`src/rtl/i2c_pot_pkg.sv`:
```
package i2c_pot_pkg;

   localparam int BYTE_W = 8;

   // register pointer values that carry behaviour
   localparam logic [BYTE_W-1:0] REG_WIPER = 8'h00;
   localparam logic [BYTE_W-1:0] REG_IDENT = 8'h01;
   localparam logic [BYTE_W-1:0] REG_MODE  = 8'h08;

   // mode register bit that selects the volatile-only personality of 00h
   localparam int MODE_VOL_BIT = 7;

   typedef enum logic [2:0] {
      ST_IDLE,
      ST_DEV,
      ST_REG,
      ST_WR,
      ST_RD
   } link_state_t;

endpackage

```
`src/rtl/i2c_pot_sync.sv`:
```
module i2c_pot_sync #(
   parameter int STAGES = 2
) (
   input  logic clk,
   input  logic rst_n,
   input  logic scl_i,
   input  logic sda_i,
   output logic scl_s,
   output logic sda_s,
   output logic scl_rise,
   output logic scl_fall,
   output logic start_det,
   output logic stop_det
);

   localparam int LINES = 2;

   logic [LINES-1:0] raw;
   logic [LINES-1:0] settled;
   logic [LINES-1:0] prev;

   assign raw = {scl_i, sda_i};

   for (genvar l = 0; l < LINES; l++) begin : g_line
      logic [STAGES-1:0] chain;
      always_ff @(posedge clk or negedge rst_n) begin
         if (!rst_n) chain <= '1;
         else        chain <= {chain[STAGES-2:0], raw[l]};
      end
      assign settled[l] = chain[STAGES-1];
   end

   always_ff @(posedge clk or negedge rst_n) begin
      if (!rst_n) prev <= '1;
      else        prev <= settled;
   end

   assign scl_s     = settled[1];
   assign sda_s     = settled[0];
   assign scl_rise  =  scl_s & ~prev[1];
   assign scl_fall  = ~scl_s &  prev[1];
   // SDA edges while SCL stays high are bus conditions
   assign start_det = scl_s & prev[1] &  prev[0] & ~sda_s;
   assign stop_det  = scl_s & prev[1] & ~prev[0] &  sda_s;

endmodule

```
`src/rtl/i2c_pot_link.sv`:
```
module i2c_pot_link
   import i2c_pot_pkg::*;
#(
   parameter logic [6:0] TARGET_ADDR = 7'h28
) (
   input  logic              clk,
   input  logic              rst_n,
   input  logic              scl_rise,
   input  logic              scl_fall,
   input  logic              start_det,
   input  logic              stop_det,
   input  logic              sda_s,
   input  logic              busy,
   input  logic              nv_sel,
   input  logic [BYTE_W-1:0] rd_data,
   output logic              wr_stb,
   output logic [BYTE_W-1:0] wr_addr,
   output logic [BYTE_W-1:0] wr_data,
   output logic [BYTE_W-1:0] ptr_o,
   output logic              sda_oe
);

   localparam int                CNT_W = $clog2(BYTE_W + 1);
   localparam logic [CNT_W-1:0]  LAST  = CNT_W'(BYTE_W);

   link_state_t       st;
   logic [CNT_W-1:0]  bit_cnt;
   logic [BYTE_W-1:0] rx_q;
   logic [BYTE_W-1:0] tx_q;
   logic [BYTE_W-1:0] ptr_q;
   logic              ack_ph;
   logic              rd_mode;
   logic              nv_lock;
   logic              mst_ack;

   assign ptr_o = ptr_q;

   always_ff @(posedge clk or negedge rst_n) begin
      if (!rst_n) begin
         st      <= ST_IDLE;
         bit_cnt <= '0;
         rx_q    <= '0;
         tx_q    <= '0;
         ptr_q   <= '0;
         ack_ph  <= 1'b0;
         rd_mode <= 1'b0;
         nv_lock <= 1'b0;
         mst_ack <= 1'b0;
         sda_oe  <= 1'b0;
         wr_stb  <= 1'b0;
         wr_addr <= '0;
         wr_data <= '0;
      end else begin
         wr_stb <= 1'b0;
         if (start_det) begin
            // also covers a repeated START; the pointer is kept
            st      <= ST_DEV;
            bit_cnt <= '0;
            ack_ph  <= 1'b0;
         end else if (stop_det) begin
            st      <= ST_IDLE;
            ack_ph  <= 1'b0;
            nv_lock <= 1'b0;
         end else if (scl_rise) begin
            if (st != ST_IDLE && !ack_ph) begin
               rx_q    <= {rx_q[BYTE_W-2:0], sda_s};
               bit_cnt <= bit_cnt + 1'b1;
            end else if (st == ST_RD && ack_ph) begin
               mst_ack <= ~sda_s;
            end
         end else if (scl_fall && st != ST_IDLE) begin
            if (!ack_ph && bit_cnt == LAST) begin
               // eighth bit done: open the acknowledge slot
               bit_cnt <= '0;
               case (st)
                  ST_DEV: begin
                     if (rx_q[BYTE_W-1:1] == TARGET_ADDR && !busy) begin
                        ack_ph  <= 1'b1;
                        sda_oe  <= 1'b1;
                        rd_mode <= rx_q[0];
                     end else begin
                        st     <= ST_IDLE;
                        sda_oe <= 1'b0;
                     end
                  end
                  ST_REG: begin
                     ack_ph <= 1'b1;
                     sda_oe <= 1'b1;
                     ptr_q  <= rx_q;
                  end
                  ST_WR: begin
                     ack_ph <= 1'b1;
                     if (nv_lock) begin
                        sda_oe <= 1'b0;
                     end else begin
                        sda_oe  <= 1'b1;
                        wr_stb  <= 1'b1;
                        wr_addr <= ptr_q;
                        wr_data <= rx_q;
                        if (nv_sel) nv_lock <= 1'b1;
                        else        ptr_q   <= ptr_q + 1'b1;
                     end
                  end
                  ST_RD: begin
                     ack_ph  <= 1'b1;
                     sda_oe  <= 1'b0;
                     mst_ack <= 1'b0;
                     ptr_q   <= ptr_q + 1'b1;
                  end
                  default: ;
               endcase
            end else if (ack_ph) begin
               // acknowledge slot over
               ack_ph <= 1'b0;
               case (st)
                  ST_DEV: begin
                     if (rd_mode) begin
                        st     <= ST_RD;
                        tx_q   <= rd_data;
                        sda_oe <= ~rd_data[BYTE_W-1];
                     end else begin
                        st     <= ST_REG;
                        sda_oe <= 1'b0;
                     end
                  end
                  ST_REG: begin
                     st     <= ST_WR;
                     sda_oe <= 1'b0;
                  end
                  ST_WR: sda_oe <= 1'b0;
                  ST_RD: begin
                     if (mst_ack) begin
                        tx_q   <= rd_data;
                        sda_oe <= ~rd_data[BYTE_W-1];
                     end else begin
                        st     <= ST_IDLE;
                        sda_oe <= 1'b0;
                     end
                  end
                  default: sda_oe <= 1'b0;
               endcase
            end else if (st == ST_RD) begin
               tx_q   <= {tx_q[BYTE_W-2:0], 1'b0};
               sda_oe <= ~tx_q[BYTE_W-2];
            end
         end
      end
   end

endmodule

```
`src/rtl/i2c_pot_nvtimer.sv`:
```
module i2c_pot_nvtimer #(
   parameter int CYCLES = 2000
) (
   input  logic clk,
   input  logic rst_n,
   input  logic start,
   output logic busy
);

   localparam int             CW   = $clog2(CYCLES + 1);
   localparam logic [CW-1:0]  LOAD = CW'(CYCLES);

   logic [CW-1:0] remain;

   always_ff @(posedge clk or negedge rst_n) begin
      if (!rst_n)              remain <= '0;
      else if (start)          remain <= LOAD;
      else if (remain != '0)   remain <= remain - 1'b1;
   end

   assign busy = (remain != '0);

endmodule

```
`src/rtl/i2c_pot_regs.sv`:
```
module i2c_pot_regs
   import i2c_pot_pkg::*;
#(
   parameter logic [BYTE_W-1:0] PRESET_INIT = 8'h80,
   parameter logic [BYTE_W-1:0] DEV_ID      = 8'hB7
) (
   input  logic              clk,
   input  logic              rst_n,
   input  logic              wr_stb,
   input  logic [BYTE_W-1:0] wr_addr,
   input  logic [BYTE_W-1:0] wr_data,
   input  logic [BYTE_W-1:0] rd_addr,
   output logic [BYTE_W-1:0] rd_data,
   output logic              nv_sel,
   output logic              nv_start,
   output logic [BYTE_W-1:0] wiper_o,
   output logic [BYTE_W-1:0] preset_o,
   output logic [BYTE_W-1:0] mode_o
);

   logic [BYTE_W-1:0] wiper_q;
   logic [BYTE_W-1:0] preset_q;
   logic [BYTE_W-1:0] mode_q;
   logic              vol_only;
   logic              hit_wiper;
   logic              hit_mode;

   assign vol_only  = mode_q[MODE_VOL_BIT];
   assign hit_wiper = wr_stb && (wr_addr == REG_WIPER);
   assign hit_mode  = wr_stb && (wr_addr == REG_MODE);

   // the wiper starts from the preset's reset value
   always_ff @(posedge clk or negedge rst_n) begin
      if (!rst_n) begin
         preset_q <= PRESET_INIT;
         wiper_q  <= PRESET_INIT;
         mode_q   <= '0;
      end else begin
         if (hit_wiper) begin
            wiper_q <= wr_data;
            if (!vol_only) preset_q <= wr_data;
         end
         if (hit_mode) mode_q <= wr_data;
      end
   end

   assign nv_start = hit_wiper && !vol_only;
   assign nv_sel   = (rd_addr == REG_WIPER) && !vol_only;

   always_comb begin
      case (rd_addr)
         REG_WIPER: rd_data = vol_only ? wiper_q : preset_q;
         REG_IDENT: rd_data = DEV_ID;
         REG_MODE:  rd_data = mode_q;
         default:   rd_data = '0;
      endcase
   end

   assign wiper_o  = wiper_q;
   assign preset_o = preset_q;
   assign mode_o   = mode_q;

endmodule

```
`src/rtl/i2c_pot_top.sv`:
```
module i2c_pot_top
   import i2c_pot_pkg::*;
#(
   parameter logic [6:0]        TARGET_ADDR = 7'h28,
   parameter logic [BYTE_W-1:0] DEV_ID      = 8'hB7,
   parameter logic [BYTE_W-1:0] PRESET_INIT = 8'h80,
   parameter int                NV_CYCLES   = 2000,
   parameter int                SYNC_STAGES = 2
) (
   input  logic              clk,
   input  logic              rst_n,
   input  logic              scl_i,
   input  logic              sda_i,
   output logic              sda_oe_o,
   output logic [BYTE_W-1:0] wiper_o,
   output logic              nv_busy_o
);

   initial begin
      assert (SYNC_STAGES >= 2) else $error("SYNC_STAGES must be at least 2");
      assert (NV_CYCLES >= 1)   else $error("NV_CYCLES must be at least 1");
      assert (DEV_ID[BYTE_W-1]) else $error("DEV_ID bit 7 must be set");
   end

   logic              scl_s;
   logic              sda_s;
   logic              scl_rise;
   logic              scl_fall;
   logic              start_det;
   logic              stop_det;
   logic              wr_stb;
   logic [BYTE_W-1:0] wr_addr;
   logic [BYTE_W-1:0] wr_data;
   logic [BYTE_W-1:0] ptr;
   logic [BYTE_W-1:0] rd_data;
   logic              nv_sel;
   logic              nv_start;
   logic [BYTE_W-1:0] preset_val;
   logic [BYTE_W-1:0] mode_val;

   i2c_pot_sync #(.STAGES(SYNC_STAGES)) u_sync (
      .clk       (clk),
      .rst_n     (rst_n),
      .scl_i     (scl_i),
      .sda_i     (sda_i),
      .scl_s     (scl_s),
      .sda_s     (sda_s),
      .scl_rise  (scl_rise),
      .scl_fall  (scl_fall),
      .start_det (start_det),
      .stop_det  (stop_det)
   );

   i2c_pot_link #(.TARGET_ADDR(TARGET_ADDR)) u_link (
      .clk       (clk),
      .rst_n     (rst_n),
      .scl_rise  (scl_rise),
      .scl_fall  (scl_fall),
      .start_det (start_det),
      .stop_det  (stop_det),
      .sda_s     (sda_s),
      .busy      (nv_busy_o),
      .nv_sel    (nv_sel),
      .rd_data   (rd_data),
      .wr_stb    (wr_stb),
      .wr_addr   (wr_addr),
      .wr_data   (wr_data),
      .ptr_o     (ptr),
      .sda_oe    (sda_oe_o)
   );

   i2c_pot_regs #(.PRESET_INIT(PRESET_INIT), .DEV_ID(DEV_ID)) u_regs (
      .clk      (clk),
      .rst_n    (rst_n),
      .wr_stb   (wr_stb),
      .wr_addr  (wr_addr),
      .wr_data  (wr_data),
      .rd_addr  (ptr),
      .rd_data  (rd_data),
      .nv_sel   (nv_sel),
      .nv_start (nv_start),
      .wiper_o  (wiper_o),
      .preset_o (preset_val),
      .mode_o   (mode_val)
   );

   i2c_pot_nvtimer #(.CYCLES(NV_CYCLES)) u_nvt (
      .clk   (clk),
      .rst_n (rst_n),
      .start (nv_start),
      .busy  (nv_busy_o)
   );

endmodule

```
`config.mk`:
```
export PLATFORM = sky130hd
export DESIGN_NAME = i2c_pot_top
export DESIGN_NICKNAME = d
export VERILOG_FILES = /design/src/rtl/i2c_pot_pkg.sv /design/src/rtl/i2c_pot_sync.sv /design/src/rtl/i2c_pot_link.sv /design/src/rtl/i2c_pot_nvtimer.sv /design/src/rtl/i2c_pot_regs.sv /design/src/rtl/i2c_pot_top.sv
export SDC_FILE = /design/constraint.sdc
export NUM_CORES = 1
export LEC_CHECK = 0
export ABC_AREA = 1
export BUFFER_PORTS_ARGS = -buffer_cell sky130_fd_sc_hd__buf_4
export CORE_ASPECT_RATIO = 1.1
export CORE_UTILIZATION = 40
export DETAILED_ROUTE_END_ITERATION = 16
export PLACE_DENSITY = 0.52
export SYNTH_ARGS = -nofsm -noshare
export SYNTH_HDL_FRONTEND = slang
export SYNTH_SLANG_ARGS = --single-unit
```
`constraint.sdc`:
```
create_clock -name clk -period 3.7 [get_ports clk]
set_input_delay 0.555 -clock clk [delete_from_list [all_inputs] [get_ports clk]]
set_output_delay 0.555 -clock clk [all_outputs]
set_load 0.02 [all_outputs]
```
==> results.json, run 1 <==
{
  "status": "complete, no violations",
  "final_nets": 616,
  "relSlewSlack": 0.506,
  "clock_latency_ns": 0.35,
  "initial_utilization": 0.418,
  "p_clk_frac": 0.432,
  "numCtsBuffers": 9,
  "path_max_fanout": 8,
  "whs_ns": 0.279,
  "cts_max_level": 3,
  "slew_violations": 0,
  "sw_frac_of_total": 0.226,
  "yosys_warnings": 0,
  "drt-vias-per-instance": 4.94,
  "routedWlPerCell_um": 13.8,
  "core.rowCount": 40,
  "synth_largest_area_cell": "dfrtp_1",
  "dpl.hpwl_um": 7560,
  "drive_gt1_frac": 0.0933,
  "cp_num_buf_inv": 2,
  "ys_seq_elements": 93,
  "min_period_ns": 2.43,
  "postSynthAreaPerCell_um2": 7.85,
  "period_share": 0.658,
  "setup-tns-final_ns": 0,
  "clk_pin_slew_ns": 0.06,
  "p_seq_frac": 0.523,
  "hold_viol": 0,
  "place_ws_ns": 1.48,
  "timing.critical_path.required_ns": 3.14,
  "die_w_um": 105,
  "root_buffer": "clkbuf_16",
  "grt_start_max_net_pins": 60,
  "synthesis.area_um2": 4640,
  "vias": 3745,
  "gp_congestion": 0.862,
  "skew_ns": 0.00848,
  "cts_hold_buf": 0,
  "setup_slack_ns": 1.27,
  "worst_setup_path_end_kind": "output port",
  "ir_worst_vdd_mv": 0.209,
  "cp_cell_sequence": "inv_1, ha_1, nand3_1, nor2_2, nand2_2, buf_4",
  "dieHeight_um": 115,
  "first_pass_iters": 4,
  "netlist_instances": 592,
  "diodes": 0,
  "core_um2": 11100,
  "synth_top_area_frac": 0.458,
  "port_buffers": 13,
  "drt-total-wl_um": 10500,
  "worstSetupPathType": "reg -> out",
  "synth_nets": 602,
  "antenna_found_initial": 0,
  "setup_violations": 0,
  "track_usage": 0.191,
  "cts.path.max_buffers": 2,
  "tightest_slew_ns": 0.741,
  "powerDensity_nw_per_um2": 391,
  "cap_violations": 0,
  "antenna_left": 0,
  "synth_seq_area_share": 0.503,
  "die_area_um2": 12000,
  "rsz0062_at_grt": "no",
  "cts_resized": 0,
  "cts_sinks": 93,
  "cts_setup_buffers": 0,
  "drtIter0Drc": 203,
  "synth_edf_count": 0,
  "area_growth_pct": 11.1,
  "drc": 0,
  "ys_top_cells_by_area": "dfrtp_1, nand2_1, o21ai_0",
  "synthTopCellsByCount": "nand2_1, dfrtp_1, inv_1, o21ai_0, nand3_1",
  "grt_pass1_wl_um": 18000,
  "synth.most_common_cell": "nand2_1",
  "slowest_stage": "dfrtp_1",
  "combinationalPowerShare": 0.045,
  "p_sw_mw": 0.457,
  "internal_power_mw": 1.56,
  "total_leakage_power_nw": 2.55,
  "io_pins": 14,
  "grt_pass1_vias": 3638,
  "cts_tree": "yes",
  "cpPeakStageDelay_ns": 0.38,
  "hp-class": "in -> async",
  "fmax_mhz": 411,
  "synth-main-ff-cell": "dfrtp_1",
  "cp_top_family": "simple AND/OR/NAND/NOR gates",
  "yosysUniqueCellTypes": 33,
  "async_flop_share": 1.00,
  "grt_overflow": 0,
  "cp-start-kind": "flip-flop",
  "arrival_ns": 1.88
}
==> final cells by class <==
cell class | instances | area (µm²)
Multi-Input combinational cell | 416 | 1980
Fill cell | 1138 | 5950
Sequential cell | 93 | 2340
Inverter | 71 | 267
Timing Repair Buffer | 15 | 113
Tap cell | 147 | 184
Clock buffer | 15 | 268
Clock inverter | 1 | 7.51
==> worst reg2reg max path: cells and delay by family (launching register included) <==
family,cells,cell delay [ns]
adders and majority gates,1,0.18
buffers and inverters,2,0.18
DFF,1,0.39
and+or+nand+nor,5,1.25
AOI/OAI and AO/OA,1,0.09
==> registers in the layout, summed over array words and instances, names as in the netlist, 2 cells and up <==
signal and flops:
u_link.ptr_o 8, u_link.tx_q 7, u_link.wr_data 8, u_regs.wiper_o 8
u_nvt.remain 11, u_sync.g_line.chain 4, u_regs.mode_o 8, u_link.st 3
u_sync.prev 2, u_link.rx_q 8, u_link.wr_addr 8, u_link.bit_cnt 4
u_regs.preset_o 8
==> power by group through the flow <==
stage	Combinational, mW	Sequential (mW)	Clock [mW]
2_1_floorplan	0.0521	1.07	0
3_3_place_gp	0.0897	1.07	0
3_5_place_dp	0.0923	1.07	0
4_1_cts	0.0923	1.06	0.903
5_1_grt	0.106	1.06	0.933
6_report	0.0899	1.06	0.871
==> placed cells by master (no fill, tap or decap), types with 5 or more instances in the layout <==
cell / instances
dfrtp_1: 85
buf_4: 15
nand3_1: 46
nand2_1: 189
clkbuf_16: 9
o21ai_1: 28
nor2_2: 6
nand4_1: 6
inv_1: 65
xor2_1: 5
dfstp_2: 8
ha_1: 6
o21ai_0: 52
nor2_1: 35
a21oi_1: 14
==> per-stage QoR <==
stage / power, mW / utilization / cell area [µm²] / cells
2_1_floorplan: 1.12 / - / 4640 / 592
3_3_place_gp: 1.16 / 0.440 / 4880 / 742
3_5_place_dp: 1.17 / 0.440 / 4880 / 742
4_1_cts: 2.05 / 0.464 / 5160 / 758
5_1_grt: 2.10 / 0.464 / 5160 / 758
6_report: 2.02 / 0.464 / 5160 / 758
==> routing by layer <==
layer  up-vias  track usage  wire (µm)
li1       1927            -          -
met5         -            0          0
met4         0       0.0930        281
met3        18       0.0346        339
met2        62        0.295       4660
met1      1738        0.260       5170
==> cell families (layout without fill, tap and decap cells) <==
| group | count (synthesis) | after routing | synth area share |
|---|---|---|---|
| AND/OR/NAND/NOR | 300 | 300 | 0.279 |
| AO/OA/AOI/OAI | 102 | 102 | 0.116 |
| flip-flops | 93 | 93 | 0.503 |
| buffers and inverters | 83 | 102 | 0.0698 |
| adder cells (fa/ha/maj) | 6 | 6 | 0.0162 |
| XOR/XNOR | 6 | 6 | 0.0113 |
| multiplexers | 2 | 2 | 0.00431 |
==> path summary, 6_finish.rpt <==
path	to	startpoint	slack, ns	cells past startpoint
setup / recovery	nv_busy_o	u_nvt.remain[0]	1.27	6
hold / removal	u_nvt.remain[4]	rst_n	0.28	1
setup reg to reg	u_link.wr_data[7]	u_link.bit_cnt[0]	1.49	9
hold reg to reg	u_sync.g_line[1].chain[1]	u_sync.g_line[1].chain[0]	0.36	0
max in group asynchronous	u_sync.prev[1]	rst_n	2.63	2
min in group clk	u_sync.g_line[0].chain[0]	sda_i	0.31	1
No activity file was read; power rests on OpenSTA's default activity.
==> inputs of run 2 (changes only) <==
clock period = 2.35 ns   (was 3.7 ns; I/O delays follow)
==> results.json, run 2 (synthesis gave the netlist of run 1 again) <==
{
  "ir_worst_vdd_mv": 0.307,
  "cts_resized": 0,
  "min_period_ns": 2.15,
  "tightest_slew_ns": 0.538,
  "relSlewSlack": 0.641,
  "final_nets": 623,
  "drc": 0,
  "grt_pass1_vias": 3657,
  "numCtsBuffers": 9,
  "worstSetupPathType": "reg -> out",
  "vias": 3826,
  "cp-startpoint": "u_nvt.remain[0]",
  "final_common_cell": "nand2_1",
  "whs_ns": -0.0211,
  "timing.critical_path.required_ns": 2.00,
  "drt-total-wl_um": 10500,
  "grt_pass1_wl_um": 18200,
  "diodes": 0,
  "antenna_found_initial": 0,
  "post-route-util": 0.470,
  "routedWlPerCell_um": 13.7,
  "cp_cell_sequence": "inv_1, ha_1, nand3_1, nor2_2, nand2_2, buf_4",
  "cpPeakStageDelay_ns": 0.37,
  "core.rowCount": 40,
  "cts_hold_buf": 0,
  "cts_sinks": 93,
  "period_share": 0.915,
  "track_usage": 0.193,
  "cap_violations": 0,
  "worst_setup_path_end_kind": "output port",
  "r2r_end": "u_link.st[0]",
  "root_buffer": "clkbuf_16",
  "crit_path_end": "nv_busy_o",
  "layout_common_cells": "nand2_1, dfrtp_1, inv_1, o21ai_0, nand3_1",
  "first_pass_iters": 6,
  "slowest_stage": "dfrtp_1",
  "reg2reg_from": "u_nvt.remain[0]",
  "fmax_mhz": 465,
  "drtIter0Drc": 303,
  "status": "finished with violations",
  "cts_setup_buffers": 0,
  "slew_violations": 0,
  "cts_max_level": 3,
  "skew_ns": 0.00383,
  "powerDensity_nw_per_um2": 610,
  "arrival_ns": 1.80,
  "grt_start_max_net_pins": 45,
  "setup_violations": 0,
  "initial_utilization": 0.418,
  "cp-start-kind": "flip-flop",
  "drt-vias-per-instance": 5.00,
  "clock_latency_ns": 0.34,
  "violations": "hold timing",
  "grt_overflow": 0,
  "dpl.hpwl_um": 7560,
  "clk_pin_slew_ns": 0.07,
  "area_growth_pct": 12.6,
  "io_pins": 14,
  "cts_tree": "yes",
  "port_buffers": 13,
  "gp_congestion": 0.869,
  "fill_cells": 1103,
  "path_max_fanout": 8,
  "cts.path.max_buffers": 2,
  "die_area_um2": 12000,
  "die_w_um": 105,
  "hp-class": "in -> async",
  "rsz0062_at_grt": "no",
  "setup-tns-final_ns": 0,
  "top_register": "u_nvt.remain",
  "ff2ff_setup_slack_ns": 0.36,
  "largest_register_ffs": 11,
  "antenna_left": 0,
  "r2r_cells": 11,
  "drive_gt1_frac": 0.108,
  "dieHeight_um": 115,
  "core_um2": 11100,
  "hold_viol": 12,
  "total_leakage_power_nw": 2.60
}
-- run 2: layer usage --
metal  GRT usage  wire (µm)  up-vias
met2       0.309       4710       83
met4      0.0798        189        0
met1       0.267       5300     1783
met3      0.0244        307       12
met5           0          0        -
li1            -          -     1948
-- run 2: worst max-delay path: cells and delay by family (launching register included) --
kind,cells,cell delay (ns)
AND/OR/NAND/NOR,3,0.51
flip-flops,1,0.37
buffers and inverters,2,0.36
adder cells (fa/ha/maj),1,0.20
-- run 2: worst min-delay path by stage --
stage          cells after the start  slack, ns                         to
2_1_floorplan                      0       0.06              u_link.ack_ph
3_3_place_gp                       0       0.35  u_sync.g_line[0].chain[1]
3_5_place_dp                       0       0.35  u_sync.g_line[0].chain[1]
4_1_cts                            1      0.008            u_nvt.remain[3]
5_1_grt                            1       0.02            u_nvt.remain[3]
6_report                           1      -0.02            u_nvt.remain[7]
-- run 2: where the power goes --
group | internal (mW) | switching, mW
sequential | 1.64 | 0.0256
combinational | 0.0437 | 0.0996
clock | 0.770 | 0.616
-- run 2: through the flow --
step | area, µm² | setup slack [ns] | hold slack [ns] | instances | power, mW
finish | 5230 | 0.200 | -0.0211 | 765 | 3.19
global route | 5230 | 0.0713 | 0.0224 | 765 | 3.31
CTS | 5230 | 0.200 | 0.00767 | 765 | 3.23
detailed placement | 4950 | 0.401 | 0.347 | 749 | 1.84
global placement | 4950 | 0.478 | 0.350 | 749 | 1.84
floorplan | 4640 | 0.615 | 0.0569 | 592 | 1.77
-- run 2: final cells by class --
class | count | area, µm² | share of cell area
clock buffers | 12 | 256 | 0.0491
clock inverters | 4 | 22.5 | 0.00431
inverters | 71 | 267 | 0.0510
multi-input cells | 416 | 1980 | 0.379
flip-flops and latches | 93 | 2340 | 0.447
well taps | 147 | 184 | 0.0352
repair buffers | 22 | 178 | 0.0340
==> inputs of run 3 (changes only) <==
CELL_PAD_IN_SITES_DETAIL_PLACEMENT = 1   (was default)
CELL_PAD_IN_SITES_GLOBAL_PLACEMENT = 1   (was default)
PLACE_DENSITY = 0.67   (was 0.52)
==> results.json, run 3 (synthesis gave the netlist of run 1 again) <==
{
  "die_w_um": 105,
  "grt_pass1_wl_um": 20600,
  "cts_resized": 0,
  "root_buffer": "clkbuf_16",
  "placed_area_um2": 4940,
  "grt_start_max_net_pins": 94,
  "dieHeight_um": 115,
  "top_register": "u_nvt.remain",
  "worstSetupPathType": "reg -> out",
  "area_growth_pct": 13.0,
  "grt_overflow": 0,
  "drt-total-wl_um": 11900,
  "drive_gt1_frac": 0.109,
  "core.rowCount": 40,
  "setup_violations": 0,
  "port_buffers": 13,
  "final_common_cell": "nand2_1",
  "stdcell_area_um2": 5250,
  "status": "complete, no violations",
  "cp_top_family": "simple AND/OR/NAND/NOR gates",
  "cts_hold_buf": 0,
  "dpl.hpwl_um": 8450,
  "tightest_slew_ns": 0.551,
  "fmax_mhz": 465,
  "setup-tns-final_ns": 0,
  "diodes": 0,
  "cp_cell_sequence": "inv_1, ha_1, nand3_1, nor2_2, nand2_2, buf_4",
  "first_pass_iters": 6,
  "ir_worst_vdd_mv": 0.312,
  "cp_num_buf_inv": 2,
  "cp-start-kind": "flip-flop",
  "total_leakage_power_nw": 2.61,
  "timing.critical_path.required_ns": 2.00,
  "die_area_um2": 12000,
  "skew_ns": 0.0107,
  "fill_cells": 1397,
  "drc": 0,
  "grt_pass1_vias": 4162,
  "largest_register_ffs": 11,
  "ff2ff_setup_slack_ns": 0.37,
  "arrival_ns": 1.80,
  "final_nets": 622,
  "cts_setup_buffers": 0,
  "vias": 3936,
  "relSlewSlack": 0.631,
  "drtIter0Drc": 169,
  "initial_utilization": 0.418,
  "hp-class": "in -> async",
  "cts.path.max_buffers": 2,
  "rsz0062_at_grt": "no",
  "period_share": 0.915,
  "layout_common_cells": "nand2_1, dfrtp_1, inv_1, o21ai_0, nand3_1",
  "worst_setup_path_end_kind": "output port",
  "cpPeakStageDelay_ns": 0.37,
  "cap_violations": 0,
  "min_period_ns": 2.15,
  "cts_max_level": 3,
  "numCtsBuffers": 9,
  "antenna_found_initial": 0,
  "antenna_left": 0,
  "slowest_stage": "dfrtp_1",
  "clk_pin_slew_ns": 0.06,
  "gp_congestion": 0.849,
  "io_pins": 14,
  "path_max_fanout": 8,
  "core_um2": 11100,
  "whs_ns": 0.0364,
  "routedWlPerCell_um": 15.6,
  "slew_violations": 0,
  "hold_viol": 0,
  "clock_latency_ns": 0.35,
  "cts_tree": "yes",
  "powerDensity_nw_per_um2": 636,
  "cts_sinks": 93,
  "track_usage": 0.219,
  "finalPower_mw": 3.34,
  "drt-vias-per-instance": 5.15
}
==> run 3: cell count changes in the layout (fill, tap and decap cells not counted) <==
cell / before / now
clkinv_2: 3 / 1
clkinvlp_4: 1 / 0
clkinv_4: 0 / 2
clkbuf_1: 1 / 0
bufinv_16: 0 / 1
inv_6: 0 / 2
buf_4: 21 / 20
clkbuf_8: 2 / 1
==> run 3: worst paths after layout <==
kind                                                 from                         to  cells after the start
max in group asynchronous                           rst_n  u_sync.g_line[0].chain[0]                      2
worst max register to register            u_nvt.remain[0]               u_link.st[0]                     11
worst max-delay path                      u_nvt.remain[0]                  nv_busy_o                      6
worst min register to register  u_sync.g_line[0].chain[0]  u_sync.g_line[0].chain[1]                      0
min in group clk                                    scl_i  u_sync.g_line[1].chain[0]                      1
worst min-delay path                                rst_n             u_link.tx_q[3]                      2
==> run 3: area by class of cell <==
class,count,area [µm²],area share
clock buffer,10,239,0.0455
timing repair buffer,21,170,0.0324
inverter,71,267,0.0508
clock inverter,6,70.1,0.0133
multi-input combinational,416,1980,0.378
sequential,93,2340,0.445
tap,147,184,0.0350
==> run 3: per-stage QoR <==
stage / utilization / std cells / worst slack, ns
4_1_cts: 0.473 / 764 / 0.165
3_5_place_dp: 0.445 / 748 / 0.385
3_3_place_gp: 0.445 / 748 / 0.469
5_1_grt: 0.473 / 764 / 0.0730
6_report: 0.473 / 764 / 0.201
2_1_floorplan: - / 592 / 0.615
==> run 3: report_power, final <==
group / internal, mW / leakage [nW] / switching, mW / total (mW)
clock network: 0.864 / 0.153 / 0.666 / 1.53
registers: 1.64 / 1.27 / 0.0278 / 1.66
logic: 0.0433 / 1.19 / 0.104 / 0.147
total: 2.54 / 2.61 / 0.798 / 3.34
==> run 3: metal layers <==
metal / vias to the layer above / GRT usage / wire length (µm)
met5: - / 0 / 0
met4: 0 / 0.0939 / 269
met3: 24 / 0.0266 / 305
met2: 40 / 0.371 / 5820
met1: 1924 / 0.285 / 5520
li1: 1948 / - / -
